### config.mk
export PLATFORM = sky130hd
export DESIGN_NAME = isa_dma_master
export DESIGN_NICKNAME = d
export VERILOG_FILES = /design/src/rtl/isa_dma_pkg.sv /design/src/rtl/isa_dma_fsm.sv /design/src/rtl/isa_dma_bus.sv /design/src/rtl/isa_dma_master.sv
export SDC_FILE = /design/constraint.sdc
export NUM_CORES = 1
export LEC_CHECK = 0
export ABC_AREA = 0
export BUFFER_PORTS_ARGS = -buffer_cell sky130_fd_sc_hd__buf_2
export CAP_MARGIN = 20
export CORE_UTILIZATION = 40
export CTS_BUF_LIST = sky130_fd_sc_hd__clkbuf_4 sky130_fd_sc_hd__clkbuf_8
export CTS_CLUSTER_DIAMETER = 100
export DETAILED_ROUTE_END_ITERATION = 10
export HOLD_SLACK_MARGIN = 0.02
export PLACE_DENSITY_LB_ADDON = 0.3
export SYNTH_ARGS = -nofsm -noshare
export SYNTH_HDL_FRONTEND = slang
export SYNTH_HIERARCHICAL = 1
export SYNTH_SLANG_ARGS = --single-unit
### constraint.sdc
create_clock -name clk -period 4.2 [get_ports clk]
set_input_delay 0.21 -clock clk [delete_from_list [all_inputs] [get_ports clk]]
set_output_delay 0.21 -clock clk [all_outputs]
set_load 0.05 [all_outputs]
### src/rtl/isa_dma_pkg.sv
package isa_dma_pkg;

    typedef enum logic [2:0] {
        ST_IDLE,
        ST_REQ,
        ST_OWN,
        ST_SETUP,
        ST_STROBE,
        ST_FINISH,
        ST_RELEASE
    } dma_state_t;

    typedef struct packed {
        logic drq;
        logic master;
        logic bus_oe;
        logic strobe;
        logic capture;
        logic sample;
        logic done;
    } dma_ctl_t;

endpackage

### src/rtl/isa_dma_fsm.sv
module isa_dma_fsm
    import isa_dma_pkg::*;
#(
    parameter int STROBE_CYC = 3
) (
    input  logic       clk,
    input  logic       rst,
    input  logic       req_valid,
    input  logic       dack,
    input  logic       ref_act,
    output dma_ctl_t   ctl
);
    localparam int CW = $clog2(STROBE_CYC + 1);

    dma_state_t      state, state_nx;
    logic [CW-1:0]   cnt;
    logic            cnt_last;

    assign cnt_last = (cnt == CW'(STROBE_CYC - 1));

    // state register and strobe counter
    always_ff @(posedge clk) begin
        if (rst) begin
            state <= ST_IDLE;
            cnt   <= '0;
        end else begin
            state <= state_nx;
            if (state == ST_STROBE && !cnt_last)
                cnt <= cnt + CW'(1);
            else
                cnt <= '0;
        end
    end

    // next state
    always_comb begin
        state_nx = state;
        unique case (state)
            ST_IDLE:    if (req_valid)        state_nx = ST_REQ;
            ST_REQ:     if (dack && !ref_act) state_nx = ST_OWN;   // refresh masks the acknowledge
            ST_OWN:     state_nx = req_valid ? ST_SETUP : ST_RELEASE;
            ST_SETUP:   state_nx = ST_STROBE;
            ST_STROBE:  if (cnt_last)         state_nx = ST_FINISH;
            ST_FINISH:  state_nx = ST_OWN;
            ST_RELEASE: state_nx = ST_IDLE;
            default:    state_nx = ST_IDLE;
        endcase
    end

    // outputs
    always_comb begin
        ctl = '0;
        unique case (state)
            ST_IDLE:    ;
            ST_REQ:     ctl.drq = 1'b1;
            ST_OWN: begin
                ctl.drq     = 1'b1;
                ctl.master  = 1'b1;
                ctl.capture = req_valid;
            end
            ST_SETUP: begin
                ctl.drq    = 1'b1;
                ctl.master = 1'b1;
                ctl.bus_oe = 1'b1;
            end
            ST_STROBE: begin
                ctl.drq    = 1'b1;
                ctl.master = 1'b1;
                ctl.bus_oe = 1'b1;
                ctl.strobe = 1'b1;
                ctl.sample = cnt_last;
            end
            ST_FINISH: begin
                ctl.drq    = 1'b1;
                ctl.master = 1'b1;
                ctl.bus_oe = 1'b1;
                ctl.done   = 1'b1;
            end
            ST_RELEASE: ;
            default:    ;
        endcase
    end

endmodule

### src/rtl/isa_dma_bus.sv
module isa_dma_bus #(
    parameter int ADDR_W = 24,
    parameter int SA_W   = 20,
    parameter int LA_LO  = 17,
    parameter int DATA_W = 16
) (
    input  logic                    clk,
    input  logic                    rst,
    input  logic                    capture,
    input  logic                    sample,
    input  logic                    bus_oe,
    input  logic                    strobe,
    input  logic [ADDR_W-1:0]       req_addr,
    input  logic                    req_write,
    input  logic                    req_bhe,
    input  logic [DATA_W-1:0]       req_wdata,
    input  logic [DATA_W-1:0]       sd_i,
    output logic [SA_W-1:0]         sa,
    output logic [ADDR_W-LA_LO-1:0] la,
    output logic                    sbhe_n,
    output logic                    memr_n,
    output logic                    memw_n,
    output logic [DATA_W-1:0]       sd_o,
    output logic                    sd_oe,
    output logic [DATA_W-1:0]       rdata
);
    logic [ADDR_W-1:0] addr_r;
    logic              wr_r, bhe_r;
    logic [DATA_W-1:0] wd_r, rd_r;

    always_ff @(posedge clk) begin
        if (rst) begin
            addr_r <= '0;
            wr_r   <= 1'b0;
            bhe_r  <= 1'b0;
            wd_r   <= '0;
            rd_r   <= '0;
        end else begin
            if (capture) begin
                addr_r <= req_addr;
                wr_r   <= req_write;
                bhe_r  <= req_bhe;
                wd_r   <= req_wdata;
            end
            if (sample && !wr_r)
                rd_r <= sd_i;
        end
    end

    // the upper latched bits and the unlatched bits share one register
    assign sa     = addr_r[SA_W-1:0];
    assign la     = addr_r[ADDR_W-1:LA_LO];
    assign sbhe_n = ~bhe_r;
    assign memr_n = ~(strobe && !wr_r);
    assign memw_n = ~(strobe && wr_r);
    assign sd_o   = wd_r;
    assign sd_oe  = bus_oe && wr_r;
    assign rdata  = rd_r;

endmodule

### src/rtl/isa_dma_master.sv
module isa_dma_master
    import isa_dma_pkg::*;
#(
    parameter int ADDR_W     = 24,
    parameter int SA_W       = 20,
    parameter int LA_LO      = 17,
    parameter int DATA_W     = 16,
    parameter int STROBE_CYC = 3
) (
    input  logic                    clk,
    input  logic                    rst,
    input  logic                    req_valid,
    input  logic [ADDR_W-1:0]       req_addr,
    input  logic                    req_write,
    input  logic                    req_bhe,
    input  logic [DATA_W-1:0]       req_wdata,
    output logic                    req_done,
    output logic [DATA_W-1:0]       req_rdata,
    output logic                    drq,
    input  logic                    dack,
    input  logic                    ref_act,
    output logic                    master,
    output logic [SA_W-1:0]         sa,
    output logic [ADDR_W-LA_LO-1:0] la,
    output logic                    addr_oe,
    output logic                    sbhe_n,
    output logic                    memr_n,
    output logic                    memw_n,
    output logic                    cmd_oe,
    output logic [DATA_W-1:0]       sd_o,
    input  logic [DATA_W-1:0]       sd_i,
    output logic                    sd_oe
);
    dma_ctl_t ctl;

    isa_dma_fsm #(.STROBE_CYC(STROBE_CYC)) u_fsm (
        .clk       (clk),
        .rst       (rst),
        .req_valid (req_valid),
        .dack      (dack),
        .ref_act   (ref_act),
        .ctl       (ctl)
    );

    isa_dma_bus #(
        .ADDR_W (ADDR_W),
        .SA_W   (SA_W),
        .LA_LO  (LA_LO),
        .DATA_W (DATA_W)
    ) u_bus (
        .clk       (clk),
        .rst       (rst),
        .capture   (ctl.capture),
        .sample    (ctl.sample),
        .bus_oe    (ctl.bus_oe),
        .strobe    (ctl.strobe),
        .req_addr  (req_addr),
        .req_write (req_write),
        .req_bhe   (req_bhe),
        .req_wdata (req_wdata),
        .sd_i      (sd_i),
        .sa        (sa),
        .la        (la),
        .sbhe_n    (sbhe_n),
        .memr_n    (memr_n),
        .memw_n    (memw_n),
        .sd_o      (sd_o),
        .sd_oe     (sd_oe),
        .rdata     (req_rdata)
    );

    assign drq      = ctl.drq;
    assign master   = ctl.master;
    assign addr_oe  = ctl.bus_oe;
    assign cmd_oe   = ctl.bus_oe;
    assign req_done = ctl.done;

endmodule

; After elaboration in Yosys (flattened, before gate mapping)
; Index checks and enable logic that the tools add are counted.
[word_totals]
word_cells = 48
ff_bits = 63
out_inout_bits = 68
input_bits = 63
[classes]
reduce_logical = 15
n_bitwise = 4
n_addsub = 1
eq_ne = 9
n_mux = 12
[op_table]
columns = operator, n
row1 = case mux 3 bit (6 select lines), 1
row2 = 2-to-1 mux 3 bit, 4
row3 = 2-to-1 mux 1 bit, 7
row4 = == test 3 x 2 -> 1 bit (second input constant), 2
row5 = == test 3 bit (second input constant), 2
row6 = logical AND 1 bit, 6
row7 = OR reduction 5 bit, 1
row8 = inequality test 2 x 1 -> 1 bit (second input constant), 2
row9 = inverter 1 bit, 4
row10 = OR reduction 4 bit, 1
row11 = == test 3 x 1 -> 1 bit (second input constant), 1
row12 = zero test 1 bit, 3
row13 = zero test 3 bit, 1
row14 = AND reduction 3 bit, 1
row15 = OR reduction 3 bit, 1
row16 = adder 2 x 1 -> 2 bit (second input constant), 1
row17 = == test 2 bit (second input constant), 1
row18 = inequality test 2 bit (second input constant), 1
row19 = OR reduction 2 bit, 1

; Logic depth before layout (Yosys ltp)
[depth]
ltp_word = 5
depth_mapped = 6
depth_no_buf = 5

; Cells and area by module
; The synthesis kept the hierarchy.
[by_module_without_submodules]
columns = module, seq_area_each_um2, area_each_um2, cells_per_inst, instances
row1 = isa_dma_bus, 1161.1, 2250.9, 215, 1
row2 = isa_dma_fsm, 100.1, 319.1, 39, 1
row3 = isa_dma_master, 0.0, 7.5, 1, 1

; Least setup slack after synthesis
; OpenSTA, ideal clock, no wires.
[synth_path]
path_type = register to output
start = reg u_fsm.state[2]
end = out sd_oe
slack_ns = 2.167
path_buffers = 1
t_arrival_ns = 1.823
path_stages_with_launch = 5
required_time_ns = 3.990
cell_sequence = dfxtp_1 buf_6 inv_1 o21ai_1 and2_1
[synth_via]
elab_chain_len = 4
word_cells_on_any_way = 6
cone_classes = eq/ne (3) / mux (1) / reduce/logical (2)
[synth_rtl]
columns = item, line_no
row1 = "start, declared", isa_dma_fsm.sv:15  ; dma_state_t state, state_nx;
row2 = "start signal, assigned", isa_dma_fsm.sv:27  ; state <= state_nx;
row3 = == test 3 x 2 -> 1 bit or == test 3 bit (tied branches), isa_dma_fsm.sv:53  ; unique case (state)
row4 = OR reduction 3 bit (no source line) (*), --
row5 = 2-to-1 mux 1 bit (*), isa_dma_fsm.sv:53
row6 = via addr_oe, isa_dma_master.sv:25  ; output logic addr_oe,
row7 = logical AND 1 bit (*), isa_dma_bus.sv:57  ; assign sd_oe = bus_oe && wr_r;
row8 = "end, declared", isa_dma_master.sv:32  ; output logic sd_oe
; The timed path passes the listed nets; every way through them passes the cells marked *.

==> metrics.cfg <==
[floorplanning]
io_pins=131
start_util=0.4253
die_y_um=82.27
dieArea_mm2=0.006768
design.core.area_mm2=0.006061
die_x_um=82.27
rows=28

[yosys]
ys.flop_type=dfxtp_1
synth-simple-area-share=0.2248
synthTopCellsByCount=dfxtp_1, nor2_1, mux2i_1, nand2b_1
synth_mux_area_frac=0.1670
synthAdderAreaFrac=0.004854
synth_area_leaders=dfxtp_1, mux2i_1, nor2_1
synth-seq-area-share=0.4893
yosysWarnings=6
synth_seq_cells=63
synth.largest_area_cell=dfxtp_1
synth_area_per_cell_um2=10.11
async_reset_ff_frac=0
synth-xor-area-share=0.003398
synth-compound-area-share=0.04757
synth_top_family_by_area=simple AND/OR/NAND/NOR gates
synth_top_cell_area_share=0.4893
synth_nets=319
synth_cells=255
synth-edff-count=0
ys_types=26
yosysMostFrequentCell=dfxtp_1
synth_area_mm2=0.002577

[clock_network]
clockBufferDepth=2
clock-sinks=63
cts_made_buffers=9
cts_tree=done
htree_levels=3
cts.clk_slew.worst_paths_ns=0.07
postCtsSetupBuffers=0
cts_root_buf=clkbuf_8
cts-resized-gates=0
ctsHoldBuffers=0
clk_latency_ns=0.32

[worst_setup_path]
rrSetupSlack_ns=2.14
required_ns=4.39
arrival_ns=2.26
cp_max_fo=17
path_class=reg2reg
cp-start-kind=flop
cp-end-kind=flop

[timing]
rsz0062_at_grt=no
relSlewSlack=0.5416
period_needed_ns=2.061
finalMaxSlewViolations=0
final-hold-violation-count=0
finalCritPeriodShare=0.4908
max_freq_mhz=485.1
setup_violations=0
setup_slack_ns=2.139
fin_worst_skew_ns=0.01063
finalSetupTns_ns=0
worst_pin_slew_ns=0.6877

[route]
vias=2131
vias_per_cell=4.694
firstDrtPassIters=4
drc=0
postRouteAntennaNets=0
initialDrtViolationCount=53
wl_per_cell_um=12.02
wl_mm=5.456

[layout]
fin_util=0.5665
nets=439
drive_above_1_share=0.4011
num-fill-cells=561
num_antenna_cells=0
syn_to_final_growth_pct=33.20
postLayoutCellArea_mm2=0.003433

[power_and_ir_drop]
pwr-share-clk=0.447
vdd_drop_max_uv=202.1
switching_share=0.2244
p_seq_frac=0.460
fin_total_pwr_mw=1.334
power_frac_comb=0.093
power.switching_mw=0.2993
p_int_mw=1.035
power.density_mw_per_mm2=388.6
power.leakage_nw=1.542

[placement]
gp_congestion=0.7205
place_ws_ns=2.126
io_buffers=130
place_area_mm2=0.003203
place_hpwl_mm=3.886

[global_routing]
grt_pass1_wl_mm=7.969
grt_max_degree=47
track_usage=0.1545
gr-total-overflow=0
grt_pass1_vias=1796
antenna_found_initial=0

[hold_path]
hold_class=in2reg

[outcome]
status=completed

[job]
maxCapViolCount=0

-- final timing paths --
path,startpoint,end,cells after the start
setup / recovery,u_fsm/state[2]$_SDFFE_PP0P_,u_bus/rdata[0]$_SDFFE_PP0P_,4
hold / removal,req_wdata[2],u_bus/sd_o[2]$_SDFFE_PP0P_,3
setup reg to reg,u_fsm/state[2]$_SDFFE_PP0P_,u_bus/rdata[0]$_SDFFE_PP0P_,4
hold reg to reg,u_fsm/cnt[0]$_SDFF_PP0_,u_fsm/cnt[0]$_SDFF_PP0_,1
-- layout by cell type (no fill, tap or decap), drive strengths merged --
| master | instances |
|---|---|
| nor2 | 49 |
| dfxtp | 63 |
| clkinv | 1 |
| mux2i | 43 |
| bufinv | 2 |
| nor3 | 2 |
| xor2 | 1 |
| a21oi | 4 |
| clkbuf | 12 |
| nand2 | 4 |
| nand2b | 17 |
| and2b | 3 |
| and2 | 2 |
| o21ai | 18 |
| nand4bb | 16 |
| ha | 1 |
| or2b | 1 |
| buf | 132 |
| o31a | 1 |
| nor2b | 1 |
| inv | 3 |
| nor3b | 3 |
-- critical path: stages, from the launching register on --
cell     delay, ns
dfxtp_1       0.56
nor3b_2       0.36
and2_1        0.54
and2b_4       0.37
o21ai_0       0.11
-- sequential cells by signal, summed over array words and instances, names as in the netlist --
| register | count |
|---|---|
| u_fsm/state | 3 |
| u_bus/addr_r | 24 |
| u_fsm/cnt | 2 |
| u_bus/rdata | 16 |
| u_bus/sd_o | 16 |
| u_bus/bhe_r | 1 |
| u_bus/wr_r | 1 |
-- layout make-up --
class                      count  area, µm²  share of cell area
timing repair buffer         132      678.2              0.1975
inverter                       3      11.26            0.003280
sequential                    63       1261              0.3673
clock inverter                 3      65.06             0.01895
tap                           75      93.84             0.02733
clock buffer                  12      165.2             0.04810
multi-input combinational    166       1159              0.3375
-- metal layers --
| layer | wire length (µm) | vias up | GRT usage | part of all wire |
|---|---|---|---|---|
| met4 | 62 | 0 | 0.06842 | 0.011 |
| met5 | 0 | - | 0 | 0 |
| li1 | - | 1093 | - | - |
| met3 | 537 | 8 | 0.05275 | 0.098 |
| met1 | 2474 | 938 | 0.1802 | 0.45 |
| met2 | 2382 | 92 | 0.2554 | 0.44 |
-- cells by family after synthesis --
group,count (synthesis)
AOI/OAI and AO/OA,23
xor gates and xnor gates,1
DFF,63
and+or+nand+nor,98
adders and majority gates,1
muxes,43
buffers and inverters,26
-- power groups by stage --
stage,logic (mW),clock network (mW),registers (mW)
global placement,0.122,0,0.627
floorplan,0.0653,0,0.645
global route,0.134,0.637,0.615
finish,0.124,0.596,0.614
CTS,0.126,0.613,0.614
detailed placement,0.125,0,0.627
-- per-stage QoR --
stage	hold WS (ns)	cells
finish	0.1239	454
global route	0.1176	454
CTS	0.1106	454
detailed placement	0.4058	439
global placement	0.3994	438
floorplan	0.2791	255
Note: power is estimated with default switching activity, not from simulation.
